**src/rtl/cfgsz_pkg.sv**
```systemverilog
package cfgsz_pkg;

   localparam int BYTE_W = 8;

   typedef enum logic [2:0] {
      ST_IDLE  = 3'd0,
      ST_SCAN  = 3'd1,
      ST_SKIP  = 3'd2,
      ST_COUNT = 3'd3,
      ST_DONE  = 3'd4
   } scan_state_t;

   function automatic int width_of(input int unsigned n);
      return (n <= 2) ? 1 : $clog2(n);
   endfunction

endpackage

```
**src/rtl/cfgsz_scan_fsm.sv**
```systemverilog
module cfgsz_scan_fsm
   import cfgsz_pkg::*;
#(
   parameter int            WINDOW_BYTES = 128,
   parameter int            SKIP_BYTES   = 4,
   parameter int            COUNT_BYTES  = 4,
   parameter logic [7:0]    SYNC_CODE    = 8'h6A,
   parameter logic [7:0]    PAD_CODE     = 8'hFF,
   localparam int           LANE_W       = width_of(COUNT_BYTES)
) (
   input  logic              clk,
   input  logic              rst_n,
   input  logic              start,
   input  logic              in_valid,
   input  logic [BYTE_W-1:0] in_byte,
   output scan_state_t       state_o,
   output logic              lane_we,
   output logic [LANE_W-1:0] lane_idx,
   output logic              found_o
);

   localparam int LAST_SYNC = WINDOW_BYTES - 1 - SKIP_BYTES - COUNT_BYTES;
   localparam int POS_W     = width_of(WINDOW_BYTES);
   localparam int FLD_MAX   = (SKIP_BYTES > COUNT_BYTES) ? SKIP_BYTES : COUNT_BYTES;
   localparam int FLD_W     = width_of(FLD_MAX);
   localparam logic [POS_W-1:0] LAST_POS   = POS_W'(LAST_SYNC);
   localparam logic [FLD_W-1:0] SKIP_LAST  = FLD_W'(SKIP_BYTES - 1);
   localparam logic [FLD_W-1:0] COUNT_LAST = FLD_W'(COUNT_BYTES - 1);

   if (SKIP_BYTES < 1) begin : g_bad_skip
      $error("cfgsz_scan_fsm: SKIP_BYTES must be at least 1");
   end
   if (COUNT_BYTES < 1) begin : g_bad_count
      $error("cfgsz_scan_fsm: COUNT_BYTES must be at least 1");
   end
   if (LAST_SYNC < 0) begin : g_bad_window
      $error("cfgsz_scan_fsm: window too short for one header");
   end

   scan_state_t      state_q;
   logic [POS_W-1:0] pos_q;
   logic [FLD_W-1:0] fld_q;
   logic             found_q;

   always_ff @(posedge clk or negedge rst_n) begin
      if (!rst_n) begin
         state_q <= ST_IDLE;
         pos_q   <= '0;
         fld_q   <= '0;
         found_q <= 1'b0;
      end else if (start) begin
         state_q <= ST_SCAN;
         pos_q   <= '0;
         fld_q   <= '0;
         found_q <= 1'b0;
      end else if (in_valid) begin
         unique case (state_q)
            ST_SCAN: begin
               if (in_byte == PAD_CODE) begin
                  if (pos_q == LAST_POS) state_q <= ST_DONE;
                  else                   pos_q   <= pos_q + 1'b1;
               end else if (in_byte == SYNC_CODE) begin
                  state_q <= ST_SKIP;
                  fld_q   <= '0;
               end else begin
                  state_q <= ST_DONE;
               end
            end
            ST_SKIP: begin
               if (fld_q == SKIP_LAST) begin
                  state_q <= ST_COUNT;
                  fld_q   <= '0;
               end else begin
                  fld_q <= fld_q + 1'b1;
               end
            end
            ST_COUNT: begin
               if (fld_q == COUNT_LAST) begin
                  state_q <= ST_DONE;
                  found_q <= 1'b1;
               end else begin
                  fld_q <= fld_q + 1'b1;
               end
            end
            default: ;
         endcase
      end
   end

   assign state_o  = state_q;
   assign found_o  = found_q;
   assign lane_we  = in_valid && !start && (state_q == ST_COUNT);
   assign lane_idx = fld_q[LANE_W-1:0];

endmodule

```
**src/rtl/cfgsz_count_asm.sv**
```systemverilog
module cfgsz_count_asm
   import cfgsz_pkg::*;
#(
   parameter int  COUNT_BYTES = 4,
   localparam int LANE_W      = width_of(COUNT_BYTES),
   localparam int COUNT_W     = COUNT_BYTES * BYTE_W
) (
   input  logic               clk,
   input  logic               rst_n,
   input  logic               clear,
   input  logic               lane_we,
   input  logic [LANE_W-1:0]  lane_idx,
   input  logic [BYTE_W-1:0]  lane_byte,
   output logic [COUNT_W-1:0] count_o
);

   for (genvar k = 0; k < COUNT_BYTES; k++) begin : g_lane
      logic [BYTE_W-1:0] byte_q;
      always_ff @(posedge clk or negedge rst_n) begin
         if (!rst_n)                                    byte_q <= '0;
         else if (clear)                                byte_q <= '0;
         else if (lane_we && lane_idx == LANE_W'(k))    byte_q <= lane_byte;
      end
      assign count_o[k*BYTE_W +: BYTE_W] = byte_q;
   end

endmodule

```
**src/rtl/cfgsz_round.sv**
```systemverilog
module cfgsz_round #(
   parameter int  COUNT_W = 32,
   localparam int SIZE_W  = COUNT_W - 2
) (
   input  logic [COUNT_W-1:0] bits_i,
   output logic [SIZE_W-1:0]  bytes_o
);

   if (COUNT_W < 4) begin : g_bad_w
      $error("cfgsz_round: COUNT_W must be at least 4");
   end

   logic partial;
   assign partial = |bits_i[2:0];
   assign bytes_o = SIZE_W'(bits_i[COUNT_W-1:3]) + SIZE_W'(partial);

endmodule

```
**src/rtl/cfgsz_extract.sv**
```systemverilog
module cfgsz_extract
   import cfgsz_pkg::*;
#(
   parameter int         WINDOW_BYTES = 128,
   parameter int         SKIP_BYTES   = 4,
   parameter int         COUNT_BYTES  = 4,
   parameter logic [7:0] SYNC_CODE    = 8'h6A,
   parameter logic [7:0] PAD_CODE     = 8'hFF,
   localparam int        COUNT_W      = COUNT_BYTES * BYTE_W,
   localparam int        SIZE_W       = COUNT_W - 2
) (
   input  logic              clk,
   input  logic              rst_n,
   input  logic              start,
   input  logic              in_valid,
   input  logic [7:0]        in_byte,
   output logic              result_valid,
   output logic [SIZE_W-1:0] result_size
);

   localparam int LANE_W = width_of(COUNT_BYTES);

   scan_state_t        state;
   logic               lane_we;
   logic [LANE_W-1:0]  lane_idx;
   logic               found;
   logic [COUNT_W-1:0] bit_count;
   logic [SIZE_W-1:0]  byte_count;

   cfgsz_scan_fsm #(
      .WINDOW_BYTES (WINDOW_BYTES),
      .SKIP_BYTES   (SKIP_BYTES),
      .COUNT_BYTES  (COUNT_BYTES),
      .SYNC_CODE    (SYNC_CODE),
      .PAD_CODE     (PAD_CODE)
   ) u_fsm (
      .clk      (clk),
      .rst_n    (rst_n),
      .start    (start),
      .in_valid (in_valid),
      .in_byte  (in_byte),
      .state_o  (state),
      .lane_we  (lane_we),
      .lane_idx (lane_idx),
      .found_o  (found)
   );

   cfgsz_count_asm #(
      .COUNT_BYTES (COUNT_BYTES)
   ) u_asm (
      .clk       (clk),
      .rst_n     (rst_n),
      .clear     (start),
      .lane_we   (lane_we),
      .lane_idx  (lane_idx),
      .lane_byte (in_byte),
      .count_o   (bit_count)
   );

   cfgsz_round #(
      .COUNT_W (COUNT_W)
   ) u_round (
      .bits_i  (bit_count),
      .bytes_o (byte_count)
   );

   assign result_valid = (state == ST_DONE);
   assign result_size  = found ? byte_count : '0;

endmodule

```
**config.mk**
```make
export PLATFORM = sky130hd
export DESIGN_NAME = cfgsz_extract
export DESIGN_NICKNAME = d
export VERILOG_FILES = /design/src/rtl/cfgsz_pkg.sv /design/src/rtl/cfgsz_scan_fsm.sv /design/src/rtl/cfgsz_count_asm.sv /design/src/rtl/cfgsz_round.sv /design/src/rtl/cfgsz_extract.sv
export SDC_FILE = /design/constraint.sdc
export NUM_CORES = 1
export LEC_CHECK = 0
export CAP_MARGIN = 20
export CORE_ASPECT_RATIO = 1.1
export CORE_MARGIN = 5
export CORE_UTILIZATION = 30
export DETAILED_ROUTE_END_ITERATION = 8
export DONT_BUFFER_PORTS = 1
export GPL_ROUTABILITY_DRIVEN = 0
export GPL_TIMING_DRIVEN = 0
export PLACE_DENSITY = 0.52
export SETUP_SLACK_MARGIN = 0.02
export SYNTH_ARGS = -nofsm -noshare
export SYNTH_HDL_FRONTEND = slang
export SYNTH_SLANG_ARGS = --single-unit
```
**constraint.sdc**
```tcl
create_clock -name clk -period 3 [get_ports clk]
set_clock_uncertainty 0.05 [all_clocks]
set_input_delay 0.45 -clock clk [delete_from_list [all_inputs] [get_ports clk]]
set_output_delay 0.45 -clock clk [all_outputs]
set_load 0.005 [all_outputs]
```
==> After elaboration in Yosys (flattened, before gate mapping) <==
Cells that the tools add are included.
{ "op_classes": {"addsub": 3, "n_mul": 0, "div": 0, "n_lt_le_gt_ge": 0, "eq_ne": 17, "shift": 0, "muxes": 33, "bitwise": 0, "n_reduce_logical": 23} }
{ "ops": {"columns": ["operator", "count"], "rows": [
  ["8-bit 2-to-1 mux", 8],
  ["7-bit 2-to-1 mux", 5],
  ["29-bit by 1-bit adder with 30-bit output", 1],
  ["30-bit 2-to-1 mux", 1],
  ["3-bit 2-to-1 mux", 7],
  ["2-bit nonzero test", 9],
  ["2-bit 2-to-1 mux", 6],
  ["5-bit AND reduction", 2],
  ["3-bit by 2-bit inequality test with 1-bit output, second input constant", 3],
  ["3-bit one-hot mux with 3 select lines", 1],
  ["8-bit by 7-bit == test with 1-bit output, second input constant", 1],
  ["8-bit == test, second input constant", 1],
  ["7-bit by 1-bit adder with 7-bit output, second input constant", 1],
  ["7-bit == test, second input constant", 1],
  ["3-bit by 2-bit == test with 1-bit output, second input constant", 2],
  ["1-bit logical AND", 6],
  ["3-bit inequality test, second input constant", 2],
  ["2-bit one-hot mux with 3 select lines", 1],
  ["2-bit == test, second input constant", 2],
  ["1-bit 2-to-1 mux", 4],
  ["4-bit inequality test, second input constant", 1],
  ["4-bit AND reduction", 1],
  ["4-bit nonzero test", 1],
  ["3-bit by 1-bit == test with 1-bit output, second input constant", 1],
  ["other kinds (8)", 8]
]} }
{ "word_totals": {"regBits": 45, "latchBits": 0, "mem_bits_rw": 0, "mem_bits_ro": 0, "input_bits": 12, "out_inout_bits": 31, "word_cells": 84, "memories": 0} }

==> Logic depth before layout (Yosys ltp) <==
Gate-level depths: netlist of the first run.
{ "depth": {"word_depth": 6, "depth_mapped": 7, "ltp_nobuf": 7} }

==> By module <==
From an unflattened synthesis of the first run, not the netlist that was laid out.
{ "hier_totals": {"cells_unflattened": 317, "area_unflattened_um2": 3109.2} }
{ "modules_own_cells": {"columns": ["module", "instances", "cells_each", "area_per_inst_um2", "seq_area_each_um2"], "rows": [
  ["cfgsz_count_asm", 1, 116, 1445.1, 800.8],
  ["cfgsz_scan_fsm", 1, 88, 827.0, 325.3],
  ["cfgsz_round", 1, 79, 589.3, 0.0],
  ["cfgsz_extract", 1, 34, 247.7, 0.0]
]} }

==> Worst setup path before layout of the first run <==
OpenSTA, ideal clock, no wires.
{ "synth_timing": {"path_kind": "register to output", "start": "reg u_asm.g_lane[0].byte_q[1]", "end": "out result_size[21]", "arrival_time_ps": 1769, "setup_slack_ps": 731, "path_stages_with_launch": 8, "path_buffers": 1, "cell_sequence": "dfrtp_1 or3_1 ha_1 nand3_1 or2_2 clkbuf_1 nor4_1 mux2i_1"} }
{ "synth_between": {"elab_chain_len": 3} }
{ "synth_rtl": {"columns": ["item", "line", "text"], "rows": [
  ["from (decl)", "cfgsz_count_asm.sv:18", "logic [BYTE_W-1:0] byte_q;"],
  ["from (signal assigned)", "cfgsz_count_asm.sv:22", "else if (lane_we && lane_idx == LANE_W'(k)) byte_q <= lane_byte;"],
  ["3-bit OR reduction", "cfgsz_round.sv:14", "assign partial = |bits_i[2:0];"],
  ["29-bit by 1-bit adder with 30-bit output", "cfgsz_round.sv:15", "assign bytes_o = SIZE_W'(bits_i[COUNT_W-1:3]) + SIZE_W'(partial);"],
  ["30-bit 2-to-1 mux", "cfgsz_extract.sv:68", "assign result_size = found ? byte_count : '0;"],
  ["to (decl)", "cfgsz_extract.sv:18", "output logic [SIZE_W-1:0] result_size"]
]} }
Every way passes these cells.

==> Final worst setup path of the first run <==
{ "layout_timing": {"start": "reg u_asm.g_lane[0].byte_q[2]", "end": "out result_size[23]"} }
Same word-level chain as after synthesis.

==> summary.txt, run 1 <==
Run status
  • Status: completed

Yosys
  • Distinct cells, synth: between 40 and 50
  • Seq/Total Area, Yosys: between 30% and 40%
  • Syn avg cell area: roughly 9 sq um
  • Synth Register Bits: between 40 and 50
  • Syn Nets: approximately 350
  • Yosys Warn Count: 0
  • Asr flop ratio synth: between 90% and 100%
  • Mapped Cells: approximately 330
  • EDFF count, synth: 0
  • Post-synth top flop: dfrtp_1
  • Synth Cell Area: 0.00293 sq mm

Worst setup path
  • Crit path DAT: about 2.3 ns
  • Slowest CP cell: dfrtp_1
  • Critical path class: reg2out
  • CP cell instances: or3_1 > ha_2 > nand3_1 > or2_2 > clkbuf_2 > nor4_1 > mux2i_1
  • CP Launch Type: register
  • Crit Path Max Fanout: 10
  • WP buf/inv: 1
  • Max incr delay on CP: about 0.36 ns
  • Crit path max-delay family: simple AND/OR/NAND/NOR gates
  • Critical Path End Type: primary output
  • Critical Path RT: between 2 and 3 ns

Place
  • Final HPWL DP: between 5 and 6 mm
  • # port buffers: 0

Clocking
  • Clk slew on worst S/H paths: around 0.090 ns
  • Root Driver: clkbuf_8
  • # clock sinks: 45
  • # Post-CTS Setup Buffers: 0
  • TritonCTS Buffers: 5
  • Clk buf depth: 2
  • Clock network latency to the later pin of the worst-skew pair: around 0.30 ns
  • Htree depth: 2
  • CTS tree: built

Floorplan
  • I/O pin cnt: 43
  • Starting Density: 31.0%
  • Die area: about 0.012 sq mm
  • Die X-Extent: 104 um
  • Row cnt: 37
  • Core ar.: between 0.009 and 0.01 sq mm
  • Die height: about 110 um

Final layout
  • Share of cells above drive strength 1: under 10%
  • Layout filler cell count: 986
  • Fin nets: between 300 and 400
  • N_diodes: 0
  • Layout Area Growth over Synthesis: 10.1%

GRT
  • All-Layer GR Usage: around 13%
  • First-pass GRT wire length: 13.1 mm
  • Number of global-route vias before repair: ~2400
  • Initial antenna violation count: 0
  • Gr ovfl total: 0
  • Largest net degree at the start of global routing: 46

Timing
  • Tightest Pin Transition: 0.733 ns
  • Max Fclk: 0.359 GHz
  • Final Setup Violations: 0
  • Unrepaired setup endpoints after global routing: no
  • Hold Vio Cnt, Final: 0
  • Final Max Tran Viols: 0
  • TNS Setup: 0 ns
  • Slew Limit Headroom: between 50% and 60%
  • Min cycle time layout: approximately 2.8 ns
  • Final worst-path cycle share: around 93%

Power and ir drop
  • Pwr dens: 344 mW/mm^2
  • Peak supply drop: between 0.2 and 0.25 mV
  • Design Power: about 1.1 mW
  • Leak Pwr: about 1.4 nW

Routing
  • Antenna viol nets, final: 0
  • Drt first pass iters: 4
  • Avg WL per Cell: 17.1 um
  • Total number of vias: about 2500
  • Drt drc: 0
  • DR vias/cell: roughly 5.5
  • Detailed router's first-iteration violation count: 75
  • Final WL: 7.77 mm

Worst hold path
  • HP Class: in2reg

Run
  • Total of max-cap violations: 0
## cells in the final DEF, fill, tap and decap left out, types with 3 or more instances in the layout
master / n
nor3_1: 3
nor2_1: 37
or4_1: 10
nand4_1: 12
xnor2_1: 4
a21oi_1: 15
o41ai_1: 4
ha_1: 7
and2_1: 4
nand2b_1: 7
and3_1: 6
nand3_1: 18
and4_1: 4
a31oi_1: 4
clkbuf_8: 5
or2_2: 3
xor2_1: 7
o21ai_0: 4
nor2b_1: 3
nand2_1: 23
mux2i_1: 28
o311ai_0: 3
dfrtp_1: 45
nor4_1: 9
clkbuf_1: 13
o31ai_1: 7
inv_1: 12
or3_1: 4
a22o_1: 8
## synth_stat cells (6+ instances only)
cell type | count | area (sq um)
o31ai_1 | 7 | 52.6
nor2_1 | 37 | 139
ha_1 | 8 | 100
mux2i_1 | 28 | 280
nor4_1 | 9 | 56.3
nand2b_1 | 7 | 43.8
a22o_1 | 8 | 70.1
clkbuf_1 | 15 | 56.3
inv_1 | 12 | 45.0
dfrtp_1 | 45 | 1130
and3_1 | 6 | 37.5
xor2_1 | 7 | 61.3
nand2_1 | 24 | 90.1
nand3_1 | 18 | 90.1
a21oi_1 | 15 | 75.1
or4_1 | 10 | 75.1
nand4_1 | 12 | 75.1
## metal layers
metal | vias up | track usage [%] | part of all wire [%] | wire length [um]
met1 | 1216 | 17.1 | 45 | 3480
li1 | 1233 | - | - | -
met4 | 0 | 3.45 | 1.2 | 92
met5 | - | 0 | 0 | 0
met3 | 8 | 3.34 | 4.7 | 365
met2 | 44 | 22.9 | 49 | 3830
## registers in the layout, summed over array words and instances, names as in the netlist
name                 flops
u_asm.g_lane.byte_q     32
u_fsm.found_o            1
u_fsm.lane_idx           2
u_fsm.state_o            3
u_fsm.pos_q              7
## logic make-up (layout without fill, tap and decap cells)
logic type	after synthesis	count (layout)	share of synthesized area, %
AND/OR/NAND/NOR	151	151	27.8
AO/OA/AOI/OAI	55	55	13.3
flip-flops	45	45	38.4
multiplexers	30	30	10.3
buffers and inverters	27	36	3.46
XOR/XNOR	11	11	3.29
adder cells (fa/ha/maj)	8	8	3.42
## report_power, final
part | switching [mW] | internal (mW) | leakage, nW
clock network | 0.201 | 0.242 | 0.0540
logic | 0.0374 | 0.0170 | 0.703
registers | 0.00521 | 0.609 | 0.624
## worst register-to-register path, cell delays in order, from the launching register on
cell and delay [ns]:
dfrtp_1 0.40, ha_1 0.24, nand3_1 0.17, o2111ai_1 0.37, clkbuf_1 0.36, nand2_1 0.09, a211o_1 0.30
## area by class of cell
cell class	count	area [sq um]	area share, %
multi-input combinational	255	1710	52.9
sequential	45	1130	34.9
tap	117	146	4.54
clock buffer	5	68.8	2.13
buffer	15	58.8	1.82
inverter	12	45.0	1.40
timing repair buffer	2	37.5	1.16
clock inverter	2	35.0	1.09
## timing repair
| item | in CTS | in global routing |
|---|---|---|
| gates resized for setup | 0 | 6 |
| hold endpoints to repair | 45 | 0 |
| hold buffers | 2 | 0 |
| endpoints found under the setup margin | 0 | 15 |
## worst paths after layout
| path | from | endpoint | slack, ns | cells past startpoint |
|---|---|---|---|---|
| min reg2reg | u_asm.g_lane[0].byte_q[0] | u_asm.g_lane[0].byte_q[0] | 0.48 | 2 |
| min in group asynchronous | rst_n | u_fsm.pos_q[5] | 0.59 | 2 |
| max in group asynchronous | rst_n | u_asm.g_lane[1].byte_q[5] | 2.08 | 2 |
| min | in_byte[7] | u_asm.g_lane[3].byte_q[7] | 0.23 | 1 |
| max reg2reg | u_fsm.pos_q[0] | u_fsm.state_o[0] | 0.93 | 6 |
| max | u_asm.g_lane[0].byte_q[2] | result_size[23] | 0.22 | 7 |
## through the flow
step / hold WS, ns / area [sq um] / setup WS (ns) / utilization (%) / cells
final: 0.233 / 3230 / 0.217 / 34.2 / 453
after floorplan: 0.104 / 2930 / 0.731 / - / 327
after global placement: 0.107 / 3080 / 0.361 / 32.6 / 444
after global routing: 0.223 / 3230 / 0.0388 / 34.2 / 453
after detailed placement: 0.107 / 3080 / 0.374 / 32.6 / 444
after CTS: 0.227 / 3220 / 0.0468 / 34.1 / 453
Power figures use the tool's default switching activity.
==> run 2: changes to the inputs <==
--- a/config.mk
+++ b/config.mk
@@ -13,8 +13,9 @@
 export DONT_BUFFER_PORTS = 1
 export GPL_ROUTABILITY_DRIVEN = 0
 export GPL_TIMING_DRIVEN = 0
+export MAX_ROUTING_LAYER = met4
 export PLACE_DENSITY = 0.52
-export SETUP_SLACK_MARGIN = 0.02
+export SETUP_SLACK_MARGIN = 0.5
 export SYNTH_ARGS = -nofsm -noshare
 export SYNTH_HDL_FRONTEND = slang
 export SYNTH_SLANG_ARGS = --single-unit
==> summary.txt, run 2 (synthesized netlist as in run 1, its figures left out) <==
Final layout
  • N_diodes: 0 (unchanged)
  • Most common cell after layout, fill and taps aside: dfrtp_1 (unchanged)
  • Final Core Density: 40.0% (was 34.2%)
  • Fin nets: 389 (was 356)
  • Most flops, register: u_asm.g_lane.byte_q (unchanged)
  • Final Non-Filler Cells: 486 (was 453)
  • Commonest cells after routing, fill and taps aside: 37 x dfrtp_1, 36 x nor2_1, 33 x buf_4 (was 45 x dfrtp_1, 37 x nor2_1, 28 x mux2i_1)
  • Largest register FFs: 32 (unchanged)
  • Layout filler cell count: 958 (was 986)
  • Share of cells above drive strength 1: 25.2% (was 5.95%)
  • Layout Area Growth over Synthesis: 28.9% (was 10.1%)
  • Post-Layout Inst Area: 0.00378 sq mm (was 0.00323 sq mm)

Timing
  • Final worst-path cycle share: 84.5% (was 92.8%)
  • Setup WS post-layout: 0.466 ns (was 0.217 ns)
  • Hold Slack: 0.236 ns (was 0.233 ns)
  • Max Fclk: 0.395 GHz (was 0.359 GHz)
  • Unrepaired setup endpoints after global routing: yes (was no)
  • Tightest Pin Transition: 0.731 ns (was 0.733 ns)
  • Final Max Tran Viols: 0 (unchanged)
  • TNS Setup: 0 ns (unchanged)
  • Min cycle time layout: 2.53 ns (was 2.78 ns)
  • Slew Limit Headroom: 51.1% (was 50.9%)
  • Hold Vio Cnt, Final: 0 (unchanged)
  • Final Setup Violations: 0 (unchanged)

Routing
  • Avg WL per Cell: 17.6 um (was 17.1 um)
  • Drt drc: 0 (unchanged)
  • DR vias/cell: 5.58 (was 5.52)
  • Final WL: 8.54 mm (was 7.77 mm)
  • Detailed router's first-iteration violation count: 87 (was 75)
  • Drt first pass iters: 4 (unchanged)
  • Antenna viol nets, final: 0 (unchanged)
  • Total number of vias: 2714 (was 2501)

Clocking
  • CTS tree: built (unchanged)
  • Htree depth: 2 (unchanged)
  • Clk buf depth: 2 (unchanged)
  • # clock sinks: 45 (unchanged)
  • Clk slew on worst S/H paths: 0.09 ns (about the same)
  • TritonCTS Buffers: 5 (unchanged)
  • Clock network latency to the later pin of the worst-skew pair: 0.30 ns (about the same)
  • Root Driver: clkbuf_8 (unchanged)

Power and ir drop
  • Internal power: 0.868 mW (about the same)
  • Sw Ratio: 21.8% (was 21.9%)
  • P_sw: 0.242 mW (was 0.243 mW)
  • Combinational power share: 4.9% (about the same)
  • Peak supply drop: 0.234 mV (was 0.230 mV)
  • Clock share of power: 39.8% (was 39.9%)
  • Flop pwr share: 55.3% (was 55.2%)
  • Pwr dens: 294 mW/mm^2 (was 344 mW/mm^2)
  • Leak Pwr: 1.66 nW (was 1.38 nW)
  • Design Power: 1.11 mW (about the same)

GRT
  • All-Layer GR Usage: 14.8% (was 13.5%)
  • First-pass GRT wire length: 14.1 mm (was 13.1 mm)
  • Gr ovfl total: 0 (unchanged)
  • Largest net degree at the start of global routing: 46 (unchanged)
  • Number of global-route vias before repair: 2660 (was 2423)
  • Initial antenna violation count: 0 (unchanged)

Run
  • Total of max-cap violations: 0 (unchanged)

Worst setup path
  • Crit path DAT: 2.03 ns (was 2.28 ns)
  • Critical Path End Type: primary output (unchanged)
  • CP Launch Type: register (unchanged)
  • Crit Path Max Fanout: 5 (was 10)
  • Critical path class: reg2out (unchanged)
  • Critical Path RT: 2.50 ns (about the same)

Floorplan
  • Starting Density: 31.0% (unchanged)
  • Die height: 114 um (unchanged)
  • Core ar.: 0.00944 sq mm (unchanged)
  • Row cnt: 37 (unchanged)
  • Die X-Extent: 104 um (unchanged)
  • I/O pin cnt: 43 (unchanged)
  • Die area: 0.0118 sq mm (unchanged)

Place
  • Final HPWL DP: 5.81 mm (unchanged)
  • Dpl cells: 444 (unchanged)
  • # port buffers: 0 (unchanged)
  • Post-Place Cell Area: 0.00308 sq mm (unchanged)
  • DP Worst Slack: 0.374 ns (unchanged)

Run status
  • Status: completed (unchanged)

Worst hold path
  • HP Class: in2reg (unchanged)
## run 2: final timing paths
| check | startpoint | to | slack [ns] | cells after the start |
|---|---|---|---|---|
| min | in_byte[7] | u_asm.g_lane[3].byte_q[7] | 0.24 | 1 |
| max in group asynchronous | rst_n | u_asm.g_lane[1].byte_q[4] | 2.06 | 2 |
| max reg2reg | u_fsm.pos_q[0] | u_fsm.state_o[0] | 0.93 | 6 |
| min reg2reg | u_asm.g_lane[0].byte_q[0] | u_asm.g_lane[0].byte_q[0] | 0.50 | 2 |
| min in group asynchronous | rst_n | u_fsm.pos_q[5] | 0.59 | 2 |
| max | u_asm.g_lane[0].byte_q[2] | result_size[27] | 0.47 | 6 |
## run 2: metal layers
| metal | wire length, um | vias to the layer above | part of all wire (%) | GRT usage, % |
|---|---|---|---|---|
| met5 | 0 | - | 0 | - |
| met4 | 147 | 0 | 1.7 | 4.32 |
| met3 | 381 | 15 | 4.5 | 3.40 |
| met2 | 4260 | 61 | 50 | 24.9 |
| met1 | 3750 | 1340 | 44 | 17.7 |
| li1 | - | 1298 | - | - |
## run 2: layout make-up
cell class / instances / area (sq um) / share of cell area, %
Buffer: 15 / 92.6 / 2.45
Clock buffer: 5 / 68.8 / 1.82
Clock inverter: 2 / 35.0 / 0.927
Inverter: 12 / 45.0 / 1.19
Multi-Input combinational cell: 255 / 1970 / 52.1
Sequential cell: 45 / 1140 / 30.1
Tap cell: 117 / 146 / 3.87
Timing Repair Buffer: 35 / 285 / 7.55
## run 2: what timing repair did
action                     4_1_cts  5_1_grt
resized for setup               52       15
setup buffers                   21       12
hold buffers                     2        0
pin swaps                        7       12
hold endpoints to repair        45        0
setup endpoints to repair       20       19
## run 2: critical path: stages (launching register included)
cell and delay (ns):
dfrtp_1 0.37, or3_4 0.13, ha_4 0.17, nand3_4 0.10, or2_4 0.30, or4_4 0.50
a21oi_4 0.18
## run 2: power groups by stage
stage               Combinational (mW)  Sequential (mW)  Clock [mW]
finish                          0.0543            0.614       0.442
global route                    0.0623            0.614       0.484
CTS                             0.0557            0.614       0.458
detailed placement              0.0373            0.626           0
global placement                0.0371            0.626           0
floorplan                       0.0283            0.624           0
==> run 3: changes to the inputs <==
==> constraint.sdc (replaced) <==
create_clock -name clk -period 2.4 [get_ports clk]
set_clock_uncertainty 0.05 [all_clocks]
set_input_delay 0.36 -clock clk [delete_from_list [all_inputs] [get_ports clk]]
set_output_delay 0.36 -clock clk [all_outputs]
set_load 0.005 [all_outputs]
==> summary.txt, run 3 (synthesized netlist as in run 1, its figures left out) <==
Worst setup path
  • Critical Path RT: 1.99 ns (was 2.50 ns)
  • CP cell instances: nand3_1 > or4_4 > or4_4 > a21oi_4 (was or3_4 > ha_4 > nand3_4 > or2_4 > or4_4 > a21oi_4)
  • Max incr delay on CP: 0.58 ns (was 0.50 ns)
  • Crit Path Max Fanout: 6 (was 5)
  • Crit path DAT: 2.06 ns (was 2.03 ns)
  • Critical Path End Type: primary output (unchanged)
  • Most frequent CP cell: or4_4
  • Critical path class: reg2out (unchanged)
  • Slowest CP cell: or4_4 (unchanged)
  • CP Launch Type: register (unchanged)

Timing
  • Max Fclk: a little over 0.4 GHz
  • Hold Slack: 0.138 ns (was 0.236 ns)
  • Hold Vio Cnt, Final: 0 (unchanged)
  • Min cycle time layout: 2.47 ns
  • Unrepaired setup endpoints after global routing: yes (unchanged)
  • Final worst-path cycle share: 103%
  • Slew Limit Headroom: 47.9% (was 51.1%)
  • Final Max Tran Viols: 0 (unchanged)
  • TNS Setup: -0.136 ns (was 0 ns)
  • Tightest Pin Transition: 0.781 ns (was 0.731 ns)
  • Final Setup Violations: 4 (was 0)
  • Setup WS post-layout: -0.0707 ns (was 0.466 ns)

Clocking
  • CTS tree: built (unchanged)
  • TritonCTS Buffers: 5 (unchanged)
  • Root Driver: clkbuf_8 (unchanged)
  • # clock sinks: 45 (unchanged)
  • Clock network latency to the later pin of the worst-skew pair: 0.30 ns (about the same)
  • Clk slew on worst S/H paths: 0.09 ns (about the same)
  • Clk buf depth: 2 (unchanged)
  • Htree depth: 2 (unchanged)

Run status
  • Status: finished with violations (was completed)
  • Violated checks: negative setup slack

Final layout
  • N_diodes: 0 (unchanged)
  • Commonest cells after routing, fill and taps aside: 36 x nor2_1, 35 x dfrtp_1, 32 x buf_4 (was 37 x dfrtp_1, 36 x nor2_1, 33 x buf_4)
  • Most flops, register: u_asm.g_lane.byte_q (unchanged)
  • Fin nets: 391 (was 389)
  • Layout Area Growth over Synthesis: 36.4% (was 28.9%)
  • Post-Layout Inst Area: 0.00400 sq mm (was 0.00378 sq mm)
  • Largest register FFs: 32 (unchanged)
  • Most common cell after layout, fill and taps aside: nor2_1 (was dfrtp_1)
  • Share of cells above drive strength 1: 34.9% (was 25.2%)

Routing
  • Drt first pass iters: 4 (unchanged)
  • Detailed router's first-iteration violation count: 96 (was 87)
  • Antenna viol nets, final: 0 (unchanged)
  • Final WL: 8.81 mm (was 8.54 mm)
  • Drt drc: 0 (unchanged)
  • Total number of vias: 2728 (was 2714)
  • DR vias/cell: 5.58 (about the same)
  • Avg WL per Cell: 18.0 um (was 17.6 um)

Floorplan
  • Starting Density: 31.0% (unchanged)
  • Row cnt: 37 (unchanged)
  • Core ar.: 0.00944 sq mm (unchanged)
  • Die height: 114 um (unchanged)
  • Die X-Extent: 104 um (unchanged)
  • I/O pin cnt: 43 (unchanged)
  • Die area: 0.0118 sq mm (unchanged)

Power and ir drop
  • Peak supply drop: 0.269 mV (was 0.234 mV)
  • Combinational power share: 5.1% (was 4.9%)
  • Flop pwr share: 53.0% (was 55.3%)
  • Design Power: 1.45 mW (was 1.11 mW)
  • Sw Ratio: 22.5% (was 21.8%)
  • Leak Pwr: 1.67 nW (was 1.66 nW)
  • Clock share of power: 41.9% (was 39.8%)
  • Pwr dens: 362 mW/mm^2 (was 294 mW/mm^2)
  • P_sw: 0.326 mW (was 0.242 mW)
  • Internal power: 1.12 mW (was 0.868 mW)

GRT
  • Gr ovfl total: 0 (unchanged)
  • Initial antenna violation count: 0 (unchanged)
  • Largest net degree at the start of global routing: 46 (unchanged)
  • First-pass GRT wire length: 14.4 mm (was 14.1 mm)
  • Number of global-route vias before repair: 2732 (was 2660)
  • All-Layer GR Usage: 15.1% (was 14.8%)

Run
  • Total of max-cap violations: 0 (unchanged)

Worst hold path
  • HP Class: in2reg (unchanged)

Place
  • Final HPWL DP: 5.92 mm (was 5.81 mm)
  • # port buffers: 0 (unchanged)
  • Post-Place Cell Area: 0.00319 sq mm (was 0.00308 sq mm)
run 3: cell count changes in the layout (fill, tap and decap cells not counted), sizes merged:
cell | before | now
buf | 35 | 39
clkbuf | 19 | 18
clkinv | 1 | 0
clkinvlp | 0 | 1
run 3: stage by stage:
step | util (%) | setup WS (ns) | std cells
2_1_floorplan | - | 0.423 | 327
3_3_place_gp | 33.8 | 0.227 | 444
3_5_place_dp | 33.8 | 0.228 | 444
4_1_cts | 39.2 | -0.0411 | 478
5_1_grt | 42.3 | -0.136 | 489
6_report | 42.3 | -0.0707 | 489
run 3: area by class of cell:
cell class / instances / area, sq um
fillers: 937 / 5450
multi-input cells: 255 / 2140
flip-flops and latches: 45 / 1140
repair buffers: 37 / 308
well taps: 117 / 146
plain buffers: 15 / 101
clock buffers: 6 / 82.6
inverters: 12 / 45.0
clock inverters: 2 / 37.5
run 3: path summary, 6_finish.rpt:
path / start / end / slack (ns) / cells past startpoint
max in group asynchronous: rst_n / u_asm.g_lane[0].byte_q[5] / 1.56 / 2
min in group asynchronous: rst_n / u_fsm.pos_q[2] / 0.50 / 2
hold / removal: in_byte[5] / u_asm.g_lane[3].byte_q[5] / 0.14 / 1
setup / recovery: u_asm.g_lane[3].byte_q[4] / result_size[27] / -0.07 / 4
setup reg to reg: u_fsm.pos_q[1] / u_fsm.state_o[0] / 0.62 / 6
hold reg to reg: u_asm.g_lane[0].byte_q[1] / u_asm.g_lane[0].byte_q[1] / 0.49 / 2
run 3: repair_timing:
action / 4_1_cts / 5_1_grt
gates cloned: 0 / 1
setup endpoints to repair: 53 / 66
pin swaps: 11 / 25
gates resized for setup: 42 / 50
endpoints found under the hold margin: 45 / 0
setup buffers: 24 / 10
hold buffers: 2 / 0
run 3: worst max-delay path: cells and delay by family (launching register included):
| kind | cells | cell delay [ns] |
|---|---|---|
| AO/OA/AOI/OAI | 1 | 0.17 |
| flip-flops | 1 | 0.46 |
| AND/OR/NAND/NOR | 3 | 1.13 |
run 3: power groups by stage:
stage | combinational, mW | sequential, mW | clock [mW]
after detailed placement | 0.0471 | 0.782 | 0
final | 0.0741 | 0.767 | 0.607
after CTS | 0.0717 | 0.767 | 0.621
after global placement | 0.0469 | 0.782 | 0
after global routing | 0.0827 | 0.768 | 0.659
after floorplan | 0.0353 | 0.780 | 0
run 3: per-layer routing:
metal / global-route usage (%) / routed length [um]
met2: 24.8 / 4260
met4: 3.37 / 71
met1: 19.2 / 4060
met5: - / 0
met3: 3.34 / 418
